`config.mk`:
```
export PLATFORM = sky130hd
export DESIGN_NAME = sfr_readout_timing
export DESIGN_NICKNAME = d
export VERILOG_FILES = /design/src/rtl/sfr_timing_pkg.sv /design/src/rtl/sfr_pair_stepper.sv /design/src/rtl/sfr_cfg_latch.sv /design/src/rtl/sfr_line_timer.sv /design/src/rtl/sfr_frame_seq.sv /design/src/rtl/sfr_readout_timing.sv
export SDC_FILE = /design/constraint.sdc
export NUM_CORES = 1
export LEC_CHECK = 0
export BUFFER_PORTS_ARGS = -buffer_cell sky130_fd_sc_hd__buf_2
export CORE_MARGIN = 1.5
export CORE_UTILIZATION = 50
export DETAILED_ROUTE_END_ITERATION = 10
export HOLD_SLACK_MARGIN = 0.06
export PLACE_DENSITY = 0.67
export SLEW_MARGIN = 10
export SYNTH_ARGS = -nofsm -noshare
export SYNTH_HDL_FRONTEND = slang
export SYNTH_HIERARCHICAL = 1
export SYNTH_SLANG_ARGS = --single-unit
```
`constraint.sdc`:
```
create_clock -name clk -period 14.75 [get_ports clk]
set_clock_uncertainty 0.15 [all_clocks]
set_input_delay 0.7375 -clock clk [delete_from_list [all_inputs] [get_ports clk]]
set_output_delay 0.7375 -clock clk [all_outputs]
set_load 0.005 [all_outputs]
```
`src/rtl/sfr_timing_pkg.sv`:
```
package sfr_timing_pkg;
  localparam int unsigned HBLANK_MIN = 60;
  localparam int unsigned VBLANK_MIN = 4;
  localparam int unsigned ADC_STEP   = 256;
  localparam int unsigned ADC_MARGIN = 200;

  typedef enum logic {
    PH_ACTIVE = 1'b0,
    PH_BLANK  = 1'b1
  } line_phase_e;
endpackage

```
`src/rtl/sfr_pair_stepper.sv`:
```
// Next kept coordinate along one axis: pairs are kept, then skip pairs dropped.
module sfr_pair_stepper #(
  parameter int POS_W = 10
) (
  input  logic [POS_W-1:0] pos,
  input  logic [1:0]       skip,
  input  logic [POS_W-1:0] limit,
  output logic [POS_W-1:0] nxt,
  output logic             last
);
  localparam int EXT_W = POS_W + 3;

  logic [EXT_W-1:0] cand;

  always_comb begin
    if (pos[0]) cand = EXT_W'(pos) + EXT_W'({skip, 1'b1});
    else        cand = EXT_W'(pos) + EXT_W'(1);
    last = (cand >= EXT_W'(limit));
    nxt  = cand[POS_W-1:0];
  end
endmodule

```
`src/rtl/sfr_cfg_latch.sv`:
```
// Frame-boundary shadow of the configuration and its legality check.
module sfr_cfg_latch
  import sfr_timing_pkg::*;
#(
  parameter int COL_W = 10,
  parameter int ROW_W = 10,
  parameter int HB_W  = 10,
  parameter int VB_W  = 6,
  parameter int ADC_W = 2,
  parameter int DIV_W = 2
) (
  input  logic             clk,
  input  logic             rst,
  input  logic             latch,
  input  logic [COL_W-1:0] in_cols,
  input  logic [ROW_W-1:0] in_rows,
  input  logic [1:0]       in_col_skip,
  input  logic [1:0]       in_row_skip,
  input  logic [HB_W-1:0]  in_hblank,
  input  logic [VB_W-1:0]  in_vblank,
  input  logic [ADC_W-1:0] in_adc,
  input  logic [DIV_W-1:0] in_div,
  output logic [COL_W-1:0] sh_cols,
  output logic [ROW_W-1:0] sh_rows,
  output logic [1:0]       sh_col_skip,
  output logic [1:0]       sh_row_skip,
  output logic [HB_W-1:0]  sh_hblank,
  output logic [VB_W-1:0]  sh_vblank,
  output logic             err
);
  localparam int WIDE_W = (COL_W > HB_W) ? COL_W : HB_W;
  localparam int CMP_W  = WIDE_W + ADC_W + 10;

  logic [ADC_W-1:0] sh_adc;
  logic [DIV_W-1:0] sh_div;
  logic [COL_W-1:0] eff_cols;
  logic [CMP_W-1:0] thr, line_len;
  logic             bad;

  always_ff @(posedge clk) begin
    if (rst || latch) begin
      sh_cols     <= in_cols;
      sh_rows     <= in_rows;
      sh_col_skip <= in_col_skip;
      sh_row_skip <= in_row_skip;
      sh_hblank   <= in_hblank;
      sh_vblank   <= in_vblank;
      sh_adc      <= in_adc;
      sh_div      <= in_div;
    end
  end

  always_comb begin
    case (sh_col_skip)
      2'd0:    eff_cols = sh_cols;
      2'd1:    eff_cols = sh_cols >> 1;
      2'd2:    eff_cols = sh_cols / COL_W'(3);
      default: eff_cols = sh_cols >> 2;
    endcase
    thr      = (((CMP_W'(sh_adc) + CMP_W'(1)) * CMP_W'(ADC_STEP)) >> sh_div)
               + CMP_W'(ADC_MARGIN);
    line_len = CMP_W'(eff_cols) + CMP_W'(sh_hblank);
    bad      = (CMP_W'(sh_hblank) < CMP_W'(HBLANK_MIN))
            || (CMP_W'(sh_vblank) < CMP_W'(VBLANK_MIN))
            || (line_len <= thr);
  end

  always_ff @(posedge clk) begin
    if (rst) err <= 1'b0;
    else     err <= bad;
  end
endmodule

```
`src/rtl/sfr_line_timer.sv`:
```
// Horizontal walk: kept columns, then hblank clocks.
module sfr_line_timer
  import sfr_timing_pkg::*;
#(
  parameter int COL_W = 10,
  parameter int HB_W  = 10
) (
  input  logic             clk,
  input  logic             rst,
  input  logic             restart,
  input  logic [COL_W-1:0] cols,
  input  logic [1:0]       col_skip,
  input  logic [HB_W-1:0]  hblank,
  output logic             active,
  output logic [COL_W-1:0] col,
  output logic             line_end
);
  line_phase_e      phase;
  logic [HB_W-1:0]  hb_cnt;
  logic [COL_W-1:0] col_nxt;
  logic             col_last;

  sfr_pair_stepper #(.POS_W(COL_W)) u_col_step (
    .pos   (col),
    .skip  (col_skip),
    .limit (cols),
    .nxt   (col_nxt),
    .last  (col_last)
  );

  always_comb begin
    active = (phase == PH_ACTIVE);
    if (restart)     line_end = 1'b1;
    else if (active) line_end = col_last && (hblank == '0);
    else             line_end = ((HB_W+1)'(hb_cnt) + (HB_W+1)'(1)) >= (HB_W+1)'(hblank);
  end

  always_ff @(posedge clk) begin
    if (rst) begin
      phase  <= PH_BLANK;
      col    <= '0;
      hb_cnt <= '0;
    end else if (line_end) begin
      phase  <= PH_ACTIVE;
      col    <= '0;
      hb_cnt <= '0;
    end else if (active) begin
      if (col_last) begin
        phase  <= PH_BLANK;
        hb_cnt <= '0;
      end else begin
        col <= col_nxt;
      end
    end else begin
      hb_cnt <= hb_cnt + HB_W'(1);
    end
  end
endmodule

```
`src/rtl/sfr_frame_seq.sv`:
```
// Vertical walk: kept rows, then vblank lines; flags the frame boundary.
module sfr_frame_seq #(
  parameter int ROW_W = 10,
  parameter int VB_W  = 6
) (
  input  logic             clk,
  input  logic             rst,
  input  logic             restart,
  input  logic             line_end,
  input  logic [ROW_W-1:0] rows,
  input  logic [1:0]       row_skip,
  input  logic [VB_W-1:0]  vblank_now,
  input  logic [VB_W-1:0]  vblank_new,
  output logic             in_vblank,
  output logic [ROW_W-1:0] row,
  output logic             frame_wrap
);
  logic [VB_W-1:0]  vb_cnt;
  logic [ROW_W-1:0] row_nxt;
  logic             row_last;

  sfr_pair_stepper #(.POS_W(ROW_W)) u_row_step (
    .pos   (row),
    .skip  (row_skip),
    .limit (rows),
    .nxt   (row_nxt),
    .last  (row_last)
  );

  assign frame_wrap = line_end && !restart && !in_vblank && row_last;

  always_ff @(posedge clk) begin
    if (rst) begin
      in_vblank <= 1'b1;
      row       <= '0;
      vb_cnt    <= '0;
    end else if (restart) begin
      in_vblank <= 1'b0;
      row       <= '0;
    end else if (line_end) begin
      if (!in_vblank) begin
        if (row_last) begin
          row       <= '0;
          vb_cnt    <= '0;
          in_vblank <= (vblank_new != '0);
        end else begin
          row <= row_nxt;
        end
      end else if (((VB_W+1)'(vb_cnt) + (VB_W+1)'(1)) >= (VB_W+1)'(vblank_now)) begin
        in_vblank <= 1'b0;
        row       <= '0;
      end else begin
        vb_cnt <= vb_cnt + VB_W'(1);
      end
    end
  end
endmodule

```
`src/rtl/sfr_readout_timing.sv`:
```
module sfr_readout_timing #(
  parameter int COL_W = 10,
  parameter int ROW_W = 10,
  parameter int HB_W  = 10,
  parameter int VB_W  = 6,
  parameter int ADC_W = 2,
  parameter int DIV_W = 2
) (
  input  logic             clk,
  input  logic             rst,
  input  logic [COL_W-1:0] cfg_win_cols,
  input  logic [ROW_W-1:0] cfg_win_rows,
  input  logic [1:0]       cfg_col_skip,
  input  logic [1:0]       cfg_row_skip,
  input  logic [HB_W-1:0]  cfg_hblank,
  input  logic [VB_W-1:0]  cfg_vblank,
  input  logic [ADC_W-1:0] cfg_adc_res,
  input  logic [DIV_W-1:0] cfg_clk_div,
  output logic             pix_valid,
  output logic             line_valid,
  output logic             frame_valid,
  output logic [ROW_W-1:0] row_addr,
  output logic [COL_W-1:0] col_addr,
  output logic             cfg_err
);
  logic             boot;
  logic [COL_W-1:0] sh_cols;
  logic [ROW_W-1:0] sh_rows;
  logic [1:0]       sh_col_skip, sh_row_skip;
  logic [HB_W-1:0]  sh_hblank;
  logic [VB_W-1:0]  sh_vblank;
  logic             h_active, line_end, in_vblank, frame_wrap;
  logic [COL_W-1:0] col;
  logic [ROW_W-1:0] row;
  logic             lv_d;

  sfr_cfg_latch #(
    .COL_W(COL_W), .ROW_W(ROW_W), .HB_W(HB_W),
    .VB_W(VB_W), .ADC_W(ADC_W), .DIV_W(DIV_W)
  ) u_cfg (
    .clk         (clk),
    .rst         (rst),
    .latch       (frame_wrap),
    .in_cols     (cfg_win_cols),
    .in_rows     (cfg_win_rows),
    .in_col_skip (cfg_col_skip),
    .in_row_skip (cfg_row_skip),
    .in_hblank   (cfg_hblank),
    .in_vblank   (cfg_vblank),
    .in_adc      (cfg_adc_res),
    .in_div      (cfg_clk_div),
    .sh_cols     (sh_cols),
    .sh_rows     (sh_rows),
    .sh_col_skip (sh_col_skip),
    .sh_row_skip (sh_row_skip),
    .sh_hblank   (sh_hblank),
    .sh_vblank   (sh_vblank),
    .err         (cfg_err)
  );

  sfr_line_timer #(.COL_W(COL_W), .HB_W(HB_W)) u_line (
    .clk      (clk),
    .rst      (rst),
    .restart  (boot),
    .cols     (sh_cols),
    .col_skip (sh_col_skip),
    .hblank   (sh_hblank),
    .active   (h_active),
    .col      (col),
    .line_end (line_end)
  );

  sfr_frame_seq #(.ROW_W(ROW_W), .VB_W(VB_W)) u_frame (
    .clk        (clk),
    .rst        (rst),
    .restart    (boot),
    .line_end   (line_end),
    .rows       (sh_rows),
    .row_skip   (sh_row_skip),
    .vblank_now (sh_vblank),
    .vblank_new (cfg_vblank),
    .in_vblank  (in_vblank),
    .row        (row),
    .frame_wrap (frame_wrap)
  );

  assign lv_d = h_active && !in_vblank;

  always_ff @(posedge clk) begin
    if (rst) begin
      boot        <= 1'b1;
      pix_valid   <= 1'b0;
      line_valid  <= 1'b0;
      frame_valid <= 1'b0;
      row_addr    <= '0;
      col_addr    <= '0;
    end else begin
      boot        <= 1'b0;
      pix_valid   <= lv_d;
      line_valid  <= lv_d;
      frame_valid <= !in_vblank;
      row_addr    <= lv_d ? row : '0;
      col_addr    <= lv_d ? col : '0;
    end
  end
endmodule

```
==> results.cfg, run 1 <==
[outcome]
status = finished, final reports clean

[drt]
drcViolationCount = 0
drtIter0Drc = 252
vias_per_cell = 5.84
dr.pass1.iters = 5
wl_um = 15700
via_count = 5781
wl_per_cell_um = 15.9
postRouteAntennaNets = 0

[final_layout]
final_area_sq_um = 7830
final_common_cell = buf_2
nets = 914
final_cell_mix = buf_2 (69), dfxtp_1 (62), ha_1 (61)
drive_above_1_share = 0.179
fillerInstances = 1220
synthToLayoutAreaGrowth_pct = 9.59

[sta]
period_minus_slack_ns = 6.96
maxSlewViolCount = 0
finalSetupViolCount = 0
relSlewSlack = 0.243
whs_ns = 0.361
rsz0062_at_grt = no
worst_pin_slew_ns = 1.13
final.period_utilization = 0.472
setup_tns_ns = 0
hold_violations = 0
fmax_mhz = 144

[pwr]
pwr-share-seq = 0.466
swShare = 0.286
p_sw_uw = 206
powerDensity_nw_per_um2 = 92.1
power.leakage_uw = 0.00330
p_int_uw = 515
p_comb_frac = 0.183
clkPwrFrac = 0.351
ir_drop_mv = 0.0810
total_power_uw = 721

[yosys]
async_reset_ff_frac = 0
synth-main-ff-cell = dfxtp_1
ys_ff_latch = 106
syn_nets = 872
ys_types = 92
synth_area_sq_um = 7150
yosysWarnings = 6
synth_edf_count = 44
synth_cells = 762
syn_area_per_cell_sq_um = 9.38
synth_seq_area_share = 0.358

[die]
start_util = 0.513
rows = 43
die_w_um = 123
die_h_um = 123
num_io_pins = 70
core_sq_um = 13900
die_area_sq_um = 15000

[clock_network]
clockRootBuffer = clkbuf_16
cts_post_setup_buffers_inserted = 0
cts.sinks = 106
path_clk_slew_ns = 0.08
cts_tree = yes
ctsHoldBuffers = 0
cts-resized-gates = 0
cts_buffers = 9
clockBufferDepth = 2
h-tree-depth = 3
clk_latency_ns = 0.36

[worst_setup_path]
arrival_ns = 7.09
required_ns = 14.88
r2r_slack_ns = 7.79
critical_path_class = reg2reg
worstSetupStartpointType = register
r2r_start = u_cfg/sh_cols[7]$_DFFE_PP_
worstPathMaxFanout = 26
cp_slowest_cell = edfxtp_1
slowest_delay_ns = 0.88
cp-end-kind = register
r2r_end = u_cfg/err$_SDFF_PP0_
ff2ff_path_depth = 29

[hold_path]
worst_hold_startpoint = u_frame/row[9]$_SDFFE_PP0P_
holdPathStages = 1
hold_class = reg2reg
hold_end = row_addr[9]$_SDFF_PP0_

[global_route]
grt.overflow.total = 0
antenna_found_initial = 1
grt_pass1_wl_um = 25400
grtUsageTotal = 0.213
grt_max_degree = 45
first_global_vias = 5500

[place]
port_buffers = 69
dp_hpwl_um = 11400
dpl_cell_area_sq_um = 7500
gp_congestion = 0.883

[flow_run]
cap_violations = 0
==> kinds of logic after synthesis <==
| kind of cell | synth area share |
|---|---|
| adder cells (fa/ha/maj) | 0.117 |
| flip-flops | 0.358 |
| multiplexers | 0.0219 |
| AND/OR/NAND/NOR | 0.185 |
| XOR/XNOR | 0.0476 |
| AO/OA/AOI/OAI | 0.206 |
| buffers and inverters | 0.0651 |
==> layout make-up <==
class	instances	area [sq um]	share of cell area
Clock inverter	5	51.3	0.00655
Tap cell	180	225	0.0287
Clock buffer	11	275	0.0351
Timing Repair Buffer	72	368	0.0470
Sequential cell	106	2560	0.327
Multi-Input combinational cell	554	4120	0.526
Antenna cell	1	2.50	0.000319
Inverter	61	229	0.0292
==> worst max-delay path: cells and delay by family, from the launching register on <==
kind / cells / cell delay [ns]
and+or+nand+nor: 7 / 1.87
adders and majority gates: 4 / 1.02
DFF: 1 / 0.88
AOI/OAI and AO/OA: 16 / 2.76
xor gates and xnor gates: 1 / 0.15
buffers and inverters: 1 / 0.07
==> layer usage <==
layer  GRT usage  vias to the layer above  share of wire
met1       0.260                     2720           0.45
li1            -                     2876              -
met2       0.370                      149           0.49
met3      0.0404                       36          0.039
met5           0                        -              0
met4      0.0858                        0          0.026
==> power groups by stage <==
| stage | Combinational, uW | Clock [uW] | Sequential, uW |
|---|---|---|---|
| after floorplan | 112 | 0 | 329 |
| after global placement | 124 | 0 | 342 |
| after detailed placement | 131 | 0 | 343 |
| after CTS | 131 | 260 | 336 |
| after global routing | 148 | 270 | 339 |
| final | 132 | 253 | 336 |
==> cell usage after synthesis, types with 4 or more instances <==
cell type / number / area (sq um)
a21o_1: 15 / 113
a22oi_1: 14 / 105
edfxtp_1: 44 / 1320
or3_1: 4 / 25.0
xnor2_1: 22 / 193
mux2i_1: 10 / 100
inv_1: 57 / 214
a31oi_1: 8 / 50.1
nor4_1: 12 / 75.1
buf_2: 10 / 50.1
nor2_2: 7 / 43.8
nor3_1: 15 / 75.1
a21oi_2: 16 / 140
nor4bb_1: 19 / 190
nand3_1: 19 / 95.1
o21ai_0: 52 / 260
o211ai_1: 8 / 60.1
o22ai_1: 4 / 25.0
a21oi_1: 37 / 185
nor3b_1: 7 / 52.6
clkbuf_1: 17 / 63.8
nor2_1: 45 / 169
dfxtp_1: 62 / 1240
buf_6: 8 / 90.1
nand2b_1: 8 / 50.1
nor2b_1: 13 / 81.3
nand2_1: 43 / 161
o21bai_1: 5 / 37.5
xor2_1: 15 / 131
nand3b_1: 4 / 30.0
ha_1: 61 / 763
==> flip-flops by register name (all words and copies together) (netlist names), 2 cells and up <==
| register | cells |
|---|---|
| u_line/col | 10 |
| u_cfg/sh_div | 2 |
| u_line/hb_cnt | 10 |
| u_cfg/sh_cols | 10 |
| u_cfg/sh_rows | 10 |
| u_frame/row | 10 |
| u_cfg/sh_hblank | 10 |
| u_cfg/sh_col_skip | 2 |
| col_addr | 10 |
| row_addr | 10 |
| u_frame/vb_cnt | 6 |
| u_cfg/sh_vblank | 6 |
| u_cfg/sh_row_skip | 2 |
| u_cfg/sh_adc | 2 |
==> worst max path at each step <==
stage                                from                    to  slack (ns)
6_report       u_cfg/sh_cols[7]$_DFFE_PP_  u_cfg/err$_SDFF_PP0_        7.79
2_1_floorplan  u_cfg/sh_cols[4]$_DFFE_PP_  u_cfg/err$_SDFF_PP0_        8.96
4_1_cts        u_cfg/sh_cols[7]$_DFFE_PP_  u_cfg/err$_SDFF_PP0_        7.93
3_3_place_gp   u_cfg/sh_cols[7]$_DFFE_PP_  u_cfg/err$_SDFF_PP0_        8.26
5_1_grt        u_cfg/sh_cols[7]$_DFFE_PP_  u_cfg/err$_SDFF_PP0_        7.24
3_5_place_dp   u_cfg/sh_cols[7]$_DFFE_PP_  u_cfg/err$_SDFF_PP0_        7.96
==> metrics by stage <==
step	setup slack, ns	utilization	cells
final	7.79	0.562	990
after global routing	7.24	0.562	989
after CTS	7.93	0.562	989
after detailed placement	7.96	0.539	973
after global placement	8.26	0.539	973
after floorplan	8.96	-	762
(Power assumes the default switching activity.)
==> run 2, diff against run 1 <==
PLACE_DENSITY = 0.7   (was 0.67)
clock period = 6.2 ns   (was 14.75 ns; I/O delays follow)
==> run 2 against run 1 <==
First-iteration DRC count grew 63%. Worst hold slack lost 0.11 ns. Sequential cell count is the same. Wire length grew 7.3%. Combinational power grew to 3.1 times the previous value.
==> results.cfg, run 2 (same netlist as run 1, synthesis figures left out) <==
[outcome]
status = finished, final reports clean

[final_layout]
utilization = 0.620
drive_above_1_share = 0.228
nets = 994
antenna_cells = 0
final_area_sq_um = 8630
synthToLayoutAreaGrowth_pct = 20.8
final_cell_mix = buf_2 (70), dfxtp_1 (62), ha_1 (59)
fillerInstances = 1144
final_common_cell = buf_2

[drt]
dr.pass1.iters = 5
vias_per_cell = 5.67
wl_per_cell_um = 15.8
drtIter0Drc = 410
via_count = 6063
drcViolationCount = 0
wl_um = 16900
postRouteAntennaNets = 0

[global_route]
antenna_found_initial = 0
top_usage_layer = met2
grt_max_degree = 35
first_global_vias = 5924
gr-usage-met2 = 0.410
grtUsageTotal = 0.227
grt_use_met1 = 0.274
grt.overflow.total = 0
grt_use_met3 = 0.0409
grt_pass1_wl_um = 27100

[pwr]
power.leakage_uw = 0.00367
powerDensity_nw_per_um2 = 207
ir_drop_mv = 0.147

[die]
core_sq_um = 13900
die_h_um = 123
num_io_pins = 70
die_area_sq_um = 15000
start_util = 0.513
rows = 43
die_w_um = 123

[clock_network]
cts.sinks = 106
clockBufferDepth = 2
cts_tree = yes
h-tree-depth = 3
path_clk_slew_ns = 0.08
cts_buffers = 9
clk_latency_ns = 0.36
clockRootBuffer = clkbuf_16

[sta]
period_minus_slack_ns = 6.01
fmax_mhz = 166
hold_violations = 0
relSlewSlack = 0.282
worst_pin_slew_ns = 1.07
finalSetupViolCount = 0
maxSlewViolCount = 0
final.period_utilization = 0.970

[place]
gp_congestion = 0.834
dpl_cell_area_sq_um = 7650
port_buffers = 69
dp_hpwl_um = 11700

[worst_setup_path]
critical_path_class = reg2reg
cp-end-kind = register
crit_family = compound AO/OA/AOI/OAI gates
required_ns = 6.34
worstPathMaxFanout = 6
cp_num_buf_inv = 2
arrival_ns = 6.15
worstSetupStartpointType = register
cp_slowest_cell = or3_4
slowest_delay_ns = 0.43

[hold_path]
hold_class = in2reg

[flow_run]
cap_violations = 0
## run 2: path summary, 6_finish.rpt
check | slack [ns] | startpoint | cells after the start | to
hold / removal | 0.25 | rst | 1 | boot$_DFF_P_
hold reg to reg | 0.36 | u_frame/row[9]$_SDFFE_PP0P_ | 1 | row_addr[9]$_SDFF_PP0_
setup / recovery | 0.19 | u_cfg/sh_cols[7]$_DFFE_PP_ | 30 | u_cfg/err$_SDFF_PP0_
setup reg to reg | 0.19 | u_cfg/sh_cols[7]$_DFFE_PP_ | 30 | u_cfg/err$_SDFF_PP0_
## run 2: cell type report
cell class	instances	area, sq um	share of cell area
Timing Repair Buffer	152	1080	0.125
Clock buffer	9	225	0.0261
Tap cell	180	225	0.0261
Clock inverter	7	83.8	0.00971
Inverter	61	229	0.0265
Multi-Input combinational cell	554	4230	0.490
Sequential cell	106	2560	0.297
## run 2: repair_timing
action | 4_1_cts | 5_1_grt
buffers inserted | 10 | 6
hold endpoints to repair | 44 | 0
setup endpoints to repair | 1 | 1
hold buffers | 44 | 0
pin swaps | 0 | 20
gates cloned | 0 | 0
resized for setup | 2 | 28
## run 2: metal layers
metal	vias to the layer above	part of all wire
met1	2874	0.44
met2	139	0.51
met4	0	0.016
li1	3028	-
met5	-	0
met3	22	0.034
## run 2: where the power goes
group	total, uW	switching [uW]	internal (uW)
sequential	785	31.5	754
combinational	409	211	198
clock	596	302	293
total	1790	545	1240
## run 2: worst register-to-register path: cells and delay by family, from the launching register on
kind	cells	cell delay (ns)
xor+xnor	2	0.31
buf+inv	2	0.24
flops	1	0.40
simple gates	6	1.22
fa+ha+maj	4	1.02
compound gates	16	2.64
## run 2: per-stage QoR
stage | power (uW) | hold WS (ns) | worst slack (ns) | setup TNS (ns) | cells
final | 1790 | 0.250 | 0.187 | 0 | 1069
after detailed placement | 1140 | 0.335 | -0.211 | -0.211 | 993
after floorplan | 1050 | 0.188 | 0.407 | 0 | 762
after global routing | 1880 | 0.262 | -0.0745 | -0.0745 | 1069
after CTS | 1770 | 0.240 | 0.0391 | 0 | 1063
after global placement | 1130 | 0.336 | 0.164 | 0 | 993
